[src/rtl/slave_fifo_pkg.sv]
package slave_fifo_pkg;
  localparam int SEL_W    = 2;
  localparam int NUM_FIFO = 1 << SEL_W;
  localparam int BYTE_W   = 8;

  // running check byte of a packet
  function automatic logic [BYTE_W-1:0] sum_fold(input logic [BYTE_W-1:0] acc,
                                                 input logic [BYTE_W-1:0] b);
    return acc ^ b;
  endfunction
endpackage

[src/rtl/slave_fifo_sync.sv]
module slave_fifo_sync #(
  parameter logic IDLE = 1'b1
) (
  input  logic clk,
  input  logic rst_n,
  input  logic async_in,
  output logic level,
  output logic released
);
  logic s1, s2, prev;

  always_ff @(posedge clk or negedge rst_n) begin
    if (!rst_n) begin
      s1   <= IDLE;
      s2   <= IDLE;
      prev <= IDLE;
    end else begin
      s1   <= async_in;
      s2   <= s1;
      prev <= s2;
    end
  end

  assign level    = s2;
  assign released = s2 & ~prev;
endmodule

[src/rtl/slave_fifo_delay.sv]
module slave_fifo_delay #(
  parameter int W      = 4,
  parameter int STAGES = 3
) (
  input  logic         clk,
  input  logic         rst_n,
  input  logic [W-1:0] d,
  output logic [W-1:0] q
);
  logic [W-1:0] pipe [STAGES];

  always_ff @(posedge clk or negedge rst_n) begin
    if (!rst_n) begin
      for (int i = 0; i < STAGES; i++) pipe[i] <= '0;
    end else begin
      pipe[0] <= d;
      for (int i = 1; i < STAGES; i++) pipe[i] <= pipe[i-1];
    end
  end

  assign q = pipe[STAGES-1];
endmodule

[src/rtl/slave_fifo_lane.sv]
module slave_fifo_lane
  import slave_fifo_pkg::*;
#(
  parameter int DEPTH = 16,
  parameter int PTR_W = 4,
  parameter int LEN_W = 5
) (
  input  logic              clk,
  input  logic              rst_n,
  input  logic              wr_ev,
  input  logic              end_ev,
  input  logic              take,
  input  logic [BYTE_W-1:0] din,
  output logic              full,
  output logic              ovf,
  output logic              pend,
  output logic [LEN_W-1:0]  pend_len,
  output logic [PTR_W-1:0]  pend_base,
  output logic [BYTE_W-1:0] pend_sum
);
  localparam logic [PTR_W-1:0] PTR_LAST  = PTR_W'(DEPTH - 1);
  localparam logic [LEN_W:0]   DEPTH_OCC = (LEN_W+1)'(DEPTH);

  function automatic logic [PTR_W-1:0] ptr_adv(input logic [PTR_W-1:0] p);
    return (p == PTR_LAST) ? '0 : p + 1'b1;
  endfunction

  function automatic logic [LEN_W:0] occ_of(input logic [LEN_W-1:0] open_n,
                                            input logic held,
                                            input logic [LEN_W-1:0] held_n);
    return {1'b0, open_n} + (held ? {1'b0, held_n} : '0);
  endfunction

  logic [PTR_W-1:0]  ptr, open_base;
  logic [LEN_W-1:0]  open_len;
  logic [BYTE_W-1:0] open_sum;
  logic [LEN_W:0]    occ;
  logic              accept, drop_wr, commit, drop_end;

  assign occ      = occ_of(open_len, pend, pend_len);
  assign full     = (occ >= DEPTH_OCC);
  assign accept   = wr_ev & ~full;
  assign drop_wr  = wr_ev & full;
  assign commit   = end_ev & (~pend | take);
  assign drop_end = end_ev & pend & ~take;

  always_ff @(posedge clk or negedge rst_n) begin
    if (!rst_n) begin
      ptr       <= '0;
      open_base <= '0;
      open_len  <= '0;
      open_sum  <= '0;
      pend      <= 1'b0;
      pend_len  <= '0;
      pend_base <= '0;
      pend_sum  <= '0;
      ovf       <= 1'b0;
    end else begin
      if (accept) ptr <= ptr_adv(ptr);
      if (commit) begin
        pend      <= 1'b1;
        pend_len  <= open_len;
        pend_base <= open_base;
        pend_sum  <= open_sum;
        open_len  <= accept ? LEN_W'(1) : '0;
        open_sum  <= accept ? din : '0;
        open_base <= ptr;
      end else begin
        if (take) pend <= 1'b0;
        if (accept) begin
          open_len <= open_len + 1'b1;
          open_sum <= sum_fold(open_sum, din);
        end
      end
      if (drop_wr | drop_end) ovf <= 1'b1;
    end
  end


  ovf_sticky_chk: assert property (@(posedge clk) disable iff (!rst_n)
    ovf |=> ovf);

  occ_bound_chk: assert property (@(posedge clk) disable iff (!rst_n)
    occ <= DEPTH_OCC);

  pend_hold_chk: assert property (@(posedge clk) disable iff (!rst_n)
    (pend && !take) |=> (pend && $stable(pend_len) && $stable(pend_sum) && $stable(pend_base)));
endmodule

[src/rtl/slave_fifo_commit.sv]
module slave_fifo_commit
  import slave_fifo_pkg::*;
#(
  parameter int DEPTH    = 16,
  parameter int FLAG_DLY = 3,
  parameter int PTR_W    = (DEPTH > 1) ? $clog2(DEPTH) : 1,
  parameter int LEN_W    = $clog2(DEPTH + 1)
) (
  input  logic              clk,
  input  logic              rst_n,
  input  logic              wr_strobe_n,
  input  logic              chip_sel_n,
  input  logic              pkt_end_n,
  input  logic [SEL_W-1:0]  fifo_sel,
  input  logic [BYTE_W-1:0] wr_data,
  output logic [NUM_FIFO-1:0] full,
  output logic [NUM_FIFO-1:0] overflow,
  output logic              pkt_valid,
  input  logic              pkt_ready,
  output logic [SEL_W-1:0]  pkt_fifo,
  output logic [LEN_W-1:0]  pkt_len,
  output logic [PTR_W-1:0]  pkt_base,
  output logic [BYTE_W-1:0] pkt_sum
);
  // strobe order: 0 write, 1 chip select, 2 packet end
  logic [2:0] raw_n, lvl, rel;
  assign raw_n = {pkt_end_n, chip_sel_n, wr_strobe_n};

  for (genvar s = 0; s < 3; s++) begin : g_sync
    slave_fifo_sync #(.IDLE(1'b1)) u_sync (
      .clk(clk), .rst_n(rst_n), .async_in(raw_n[s]),
      .level(lvl[s]), .released(rel[s]));
  end

  logic cs_act, wr_release, end_release;
  assign cs_act      = ~lvl[1];
  assign wr_release  = rel[0] & cs_act;
  assign end_release = rel[2] & cs_act;

  logic [NUM_FIFO-1:0] lane_wr, lane_end, lane_take, lane_full, lane_pend;
  logic [LEN_W-1:0]    lane_len  [NUM_FIFO];
  logic [PTR_W-1:0]    lane_base [NUM_FIFO];
  logic [BYTE_W-1:0]   lane_sum  [NUM_FIFO];
  logic [SEL_W-1:0]    pick, cur, sel_q;
  logic                lock_q;

  for (genvar i = 0; i < NUM_FIFO; i++) begin : g_lane
    assign lane_wr[i]   = wr_release  & (fifo_sel == SEL_W'(i));
    assign lane_end[i]  = end_release & (fifo_sel == SEL_W'(i));
    assign lane_take[i] = pkt_valid & pkt_ready & (cur == SEL_W'(i));

    slave_fifo_lane #(.DEPTH(DEPTH), .PTR_W(PTR_W), .LEN_W(LEN_W)) u_lane (
      .clk(clk), .rst_n(rst_n),
      .wr_ev(lane_wr[i]), .end_ev(lane_end[i]), .take(lane_take[i]),
      .din(wr_data),
      .full(lane_full[i]), .ovf(overflow[i]), .pend(lane_pend[i]),
      .pend_len(lane_len[i]), .pend_base(lane_base[i]), .pend_sum(lane_sum[i]));
  end

  always_comb begin
    pick = '0;
    for (int i = NUM_FIFO - 1; i >= 0; i--)
      if (lane_pend[i]) pick = SEL_W'(i);
  end

  assign cur       = lock_q ? sel_q : pick;
  assign pkt_valid = |lane_pend;
  assign pkt_fifo  = cur;
  assign pkt_len   = lane_len[cur];
  assign pkt_base  = lane_base[cur];
  assign pkt_sum   = lane_sum[cur];

  always_ff @(posedge clk or negedge rst_n) begin
    if (!rst_n) begin
      lock_q <= 1'b0;
      sel_q  <= '0;
    end else begin
      lock_q <= pkt_valid & ~pkt_ready;
      sel_q  <= cur;
    end
  end

  slave_fifo_delay #(.W(NUM_FIFO), .STAGES(FLAG_DLY)) u_flag_dly (
    .clk(clk), .rst_n(rst_n), .d(lane_full), .q(full));


  stream_stable_chk: assert property (@(posedge clk) disable iff (!rst_n)
    (pkt_valid && !pkt_ready) |=> (pkt_valid && $stable(pkt_fifo) && $stable(pkt_len)
                                   && $stable(pkt_base) && $stable(pkt_sum)));

  one_target_chk: assert property (@(posedge clk) disable iff (!rst_n)
    $onehot0(lane_wr) && $onehot0(lane_end));
endmodule

[config.mk]
export PLATFORM = sky130hd
export DESIGN_NAME = slave_fifo_commit
export DESIGN_NICKNAME = d
export VERILOG_FILES = /design/src/rtl/slave_fifo_pkg.sv /design/src/rtl/slave_fifo_sync.sv /design/src/rtl/slave_fifo_delay.sv /design/src/rtl/slave_fifo_lane.sv /design/src/rtl/slave_fifo_commit.sv
export SDC_FILE = /design/constraint.sdc
export NUM_CORES = 1
export LEC_CHECK = 0
export ABC_AREA = 1
export BUFFER_PORTS_ARGS = -buffer_cell sky130_fd_sc_hd__buf_2
export CORE_ASPECT_RATIO = 0.75
export CORE_MARGIN = 2
export CORE_UTILIZATION = 50
export DETAILED_ROUTE_END_ITERATION = 12
export PLACE_DENSITY_LB_ADDON = 0.2
export SYNTH_ARGS = -nofsm -noshare
export SYNTH_HDL_FRONTEND = slang
export SYNTH_SLANG_ARGS = --single-unit
[constraint.sdc]
create_clock -name clk -period 2.6 [get_ports clk]
set_input_delay 0.65 -clock clk [delete_from_list [all_inputs] [get_ports clk]]
set_output_delay 0.65 -clock clk [all_outputs]
set_load 0.005 [all_outputs]
-- Word-level counts from Yosys, hierarchy flattened
Index checks and enable logic that the tools add are counted.
- memory bits (read-only): 0
- flip-flop bits (word level): 183
- output and inout port bits: 28
- memory bits (writable): 0
- memories kept: 0
- bits in latches: 0
- order comparisons: 5
- shift operators: 0
- add/sub/neg operators: 12
- reductions and logical operators: 11
- muxes and demuxes: 54
- bitwise logic cells: 67
- equality and inequality tests: 10
- div/mod/pow operators: 0
- multiply operators: 0
- operator list (kind ; number):
    $mux 8 ; 14
    $mux 5 ; 14
    $and 1x1->1 ; 38
    $xor 8x8->8 ; 4
    $add 5x6->6 ; 4
    $ge 6x5->1 const B ; 4
    $mux 4 ; 6
    $add 5x1->5 const B ; 4
    $add 4x1->4 const B ; 4
    $bmux 8 s2 ; 1
    $eq 4x4->1 const B ; 4
    $not 1->1 ; 16
    $reduce_bool 2->1 ; 8
    $mux 1 ; 12
    $bmux 5 s2 ; 1
    $mux 2 ; 5
    $bmux 4 s2 ; 1
    $eq 2x2->1 const B ; 4
    $or 1x1->1 ; 8
    $eq 2x1->1 const B ; 2
    $logic_not 2->1 ; 2
    $reduce_or 4->1 ; 1
    $ge 3x3->1 const B ; 1
    $not 2->3 ; 1

-- Longest topological paths before layout
- word-level depth: 10
- gate-level depth with buffers: 14

-- Cells and area by module
Synthesis repeated with hierarchy kept, for this count alone.
- cell total of the unflattened synthesis: 1186
- area, all modules: 9391.5 sq um
- by module, submodules not included (module ; cells each ; instances ; area an instance (sq um)):
    slave_fifo_lane ; 237 ; 4 ; 1965.6
    slave_fifo_commit ; 207 ; 1 ; 932.1
    slave_fifo_delay ; 16 ; 1 ; 330.3
    slave_fifo_sync ; 5 ; 3 ; 88.8

-- Least setup slack after synthesis
Ideal clock, no wire load.
- path kind: register to output
- start point: register g_lane[1].u_lane.pend
- end point: output port pkt_base[0]
- path buffers: 2
- cell stages (with the launch flop): 10
- slack: 0.461 ns
- arrival: 1.489 ns
- path through: dfrtp_1 > buf_2 > inv_1 > nand2_1 > nand2_1 > nand2_1 > nor2_1 > buf_2 > nand2_1 > nand4_1
- longest elaborated chain between the ends: 7
- ends and longest elaborated chain (item ; RTL line ; text):
    start, declared ; slave_fifo_lane.sv:16 ; output logic pend,
    start signal, assigned ; slave_fifo_lane.sv:53 ; pend <= 1'b0;
    start signal, assigned ; slave_fifo_lane.sv:61 ; pend <= 1'b1;
    start signal, assigned ; slave_fifo_lane.sv:69 ; if (take) pend <= 1'b0;
    $mux 2 (2 in series) ; slave_fifo_commit.sv:63 ; if (lane_pend[i]) pick = SEL_W'(i);
    $mux 2 ; slave_fifo_commit.sv:66 ; assign cur = lock_q ? sel_q : pick;
    named net pkt_fifo[0] ; slave_fifo_commit.sv:20 ; output logic [SEL_W-1:0] pkt_fifo,
    $not 2->3 (implied by the code) ; slave_fifo_commit.sv:70 ; assign pkt_base = lane_base[cur];
    $bmux 4 s2 ; slave_fifo_commit.sv:70 ;
    $mux 4 (implied by the code) (2 in series) ; slave_fifo_commit.sv:70 ;
    end, declared ; slave_fifo_commit.sv:22 ; output logic [PTR_W-1:0] pkt_base,
The timed path passes the listed nets, and every way through them passes these cells. The select of a mux whose other input is x is not followed.

-- Worst setup path in the final report
- start point: register g_lane[1].u_lane.pend
- end point: output port pkt_base[3]
- longest elaborated chain between the ends: 7
- ends and longest elaborated chain (item ; RTL line):
    $mux 2 (2 in series) ; slave_fifo_commit.sv:63
    $mux 2 ; slave_fifo_commit.sv:66
    $not 2->3 (implied by the code) ; slave_fifo_commit.sv:70
    $bmux 4 s2 ; slave_fifo_commit.sv:70
    $mux 4 (implied by the code) (2 in series) ; slave_fifo_commit.sv:70
No other way between the ends. The select of a mux whose other input is x is not followed.

==> impl_metrics.json <==
{
  "crit_path_end_kind": "primary output",
  "fin_worst_skew_ns": 0.00965,
  "antenna_left": 0,
  "seq_area_frac_synth": 0.524,
  "worst_pin_slew_ns": 0.477,
  "grt_use_met2": 0.365,
  "synth_top_area_frac": 0.500,
  "final_util": 0.591,
  "finalMaxSlewViolations": 0,
  "grt_pass1_vias": 6589,
  "holdBufCountCts": 0,
  "wire_per_inst_um": 17.2,
  "powerDensity_nw_per_um2": 1100,
  "routed_via_density": 5.34,
  "vias": 7193,
  "initial_utilization": 0.516,
  "synth.net_count": 1080,
  "drtIter0Drc": 734,
  "hp-class": "in2async",
  "p_seq_frac": 0.439,
  "cts-root-buf": "clkbuf_16",
  "coreArea_um2": 17000,
  "met1_usage": 0.384,
  "numCtsBuffers": 17,
  "synthToLayoutAreaGrowth_pct": 14.5,
  "instances_no_fill": 1348,
  "power_frac_clock": 0.225,
  "rr_worst_depth": 8,
  "avgSynthCellArea_um2": 8.43,
  "finalCritPeriodShare": 1.01,
  "wl_um": 23200,
  "grt-ovfl-total": 0,
  "cts_tree": "yes",
  "ys_seq_elements": 183,
  "final_cell_mix": "nand2_1, dfrtp_1, nand3_1",
  "ys_types": 32,
  "die_area_um2": 18600,
  "synth_area_leaders": "dfrtp_1, nand2_1, nand3_1",
  "p_sw_w": 0.00431,
  "setup_violations": 3,
  "drv_cap": 0,
  "worstPathRequired_ns": 1.95,
  "layout_commonest_cell": "nand2_1",
  "chipHeight_um": 119,
  "rsz0062_at_grt": "yes",
  "antenna_found_initial": 0,
  "p_leak_nw": 5.37,
  "grt.total_usage": 0.257,
  "clock-sinks": 183,
  "die_w_um": 157,
  "busiest_layer": "met1",
  "boundaryPins": 44,
  "fmax_ghz": 0.382,
  "htreeDepth": 4,
  "drive_gt1_frac": 0.157,
  "cts_buffer_depth": 2,
  "violations": "setup timing",
  "crit_path_max_fanout": 9,
  "post-dp-hpwl_um": 16300,
  "start_kind": "register",
  "slew_headroom": 0.681,
  "grt_util_met3": 0.0631,
  "num_rows": 41,
  "place.gp.congestion": 0.846,
  "dr.pass1.iters": 5,
  "dp_cells": 1306,
  "power.internal_w": 0.00672,
  "switching_share": 0.391,
  "arrival_ns": 1.97,
  "syn_inst": 1040,
  "status": "complete, but fails checks",
  "finalWorstSetupSlack_ns": -0.0178,
  "comb_power_share": 0.335,
  "period_minus_slack_ns": 2.62,
  "irDropWorstVdd_v": 0.000482,
  "io_buffers": 43,
  "drc": 0,
  "final_nets": 1139,
  "clk_pin_slew_ns": 0.07,
  "crit_type": "reg2out",
  "grt_max_degree": 48,
  "yosysWarnings": 0,
  "grt_first_pass_wirelength_um": 36000,
  "synth_largest_area_cell": "dfrtp_1",
  "netlist_area_um2": 8760,
  "timing_hold_violations_final": 0,
  "clock_latency_ns": 0.43,
  "antennaDiodeCount": 0
}
[path summary, 6_finish.rpt]
path	from	end	slack, ns
min reg2reg	u_flag_dly.pipe[6]	u_flag_dly.q[2]	0.35
max in group asynchronous	rst_n	g_sync[0].u_sync.prev	1.77
max reg2reg	g_sync[2].u_sync.level	g_lane[2].u_lane.pend_sum[5]	0.34
max	g_lane[1].u_lane.pend	pkt_base[3]	-0.02
min in group clk	wr_strobe_n	g_sync[0].u_sync.s1	0.32
min	rst_n	g_lane[3].u_lane.open_base[1]	0.13
[state kept, by name, summed over array words and instances, names as in the netlist]
name,count
lock_q,1
g_sync.u_sync.level,3
g_lane.u_lane.pend_sum,32
sel_q,2
g_lane.u_lane.pend_base,16
g_lane.u_lane.ptr,16
u_flag_dly.pipe,8
g_lane.u_lane.open_base,16
g_lane.u_lane.pend,4
g_sync.u_sync.s1,3
g_lane.u_lane.pend_len,20
g_lane.u_lane.ovf,4
g_sync.u_sync.prev,2
u_flag_dly.q,4
g_lane.u_lane.open_len,20
g_lane.u_lane.open_sum,32
[metal layers]
metal,part of all wire,vias to the layer above
met5,0,-
met4,0.020,0
met3,0.068,33
met2,0.43,240
met1,0.48,3411
li1,-,3509
[cell families after synthesis]
| kind of cell | share of synthesized area |
|---|---|
| simple gates | 0.307 |
| flops | 0.524 |
| buf+inv | 0.0685 |
| compound gates | 0.0466 |
| fa+ha+maj | 0.0343 |
| xor+xnor | 0.0200 |
[synth_stat cells]
master	count
inv_2	4
dfrtp_1	175
inv_1	79
nand3_1	135
nand2_2	7
dfstp_2	8
a21oi_1	7
buf_4	14
nor3_1	1
nand2_1	395
or2_2	1
nand4_1	44
a21boi_1	1
nor3_4	4
o21ai_1	11
nand3_2	2
buf_2	28
buf_6	1
clkbuf_1	4
o21bai_1	3
ha_1	24
nor3_2	6
nor2_4	1
xnor2_1	3
nor2_1	7
o21ai_0	45
a21oi_2	2
inv_4	1
xor2_1	17
clkinv_1	3
nand3_4	1
a22oi_1	6
[final cells by class]
class                           count  area [um2]
Multi-Input combinational cell    723        3650
Fill cell                        1508        6950
Sequential cell                   183        4590
Timing Repair Buffer               86         583
Tap cell                          236         295
Timing Repair inverter              1        6.26
Clock buffer                       20         457
Inverter                           87         342
Clock inverter                     12         101
[power groups by stage]
stage / Combinational [W] / Clock, W / Sequential, W
finish: 0.00370 / 0.00248 / 0.00484
global route: 0.00412 / 0.00265 / 0.00495
CTS: 0.00327 / 0.00252 / 0.00480
detailed placement: 0.00321 / 0 / 0.00484
global placement: 0.00313 / 0 / 0.00484
floorplan: 0.00225 / 0 / 0.00442
[critical path: stages, from the launching register on]
cell,delay [ns]
dfrtp_1,0.43
inv_1,0.09
nand2_2,0.08
nand2_2,0.07
nand2_2,0.07
buf_6,0.13
nor2_4,0.15
buf_6,0.16
nand2_1,0.08
nand4_1,0.13
buf_2,0.13
[per-stage QoR]
step                TNS, ns  total power (W)  hold WS [ns]  area, um2  setup WS [ns]
global route         -0.846           0.0117         0.144      10000         -0.136
floorplan                 0          0.00667         0.331       8760          0.461
global placement      -1.49          0.00797         0.332       9290         -0.134
finish              -0.0294           0.0110         0.130      10000        -0.0178
CTS                 -0.0129           0.0106         0.134       9870       -0.00639
detailed placement    -2.31          0.00805         0.335       9290         -0.170
[what timing repair did]
action                     CTS  global route
setup endpoints to repair   17            17
cloned                       0             2
setup buffers                0             8
gates resized for setup      7            29
pin swaps                    1             7
Power figures use the tool's default switching activity.
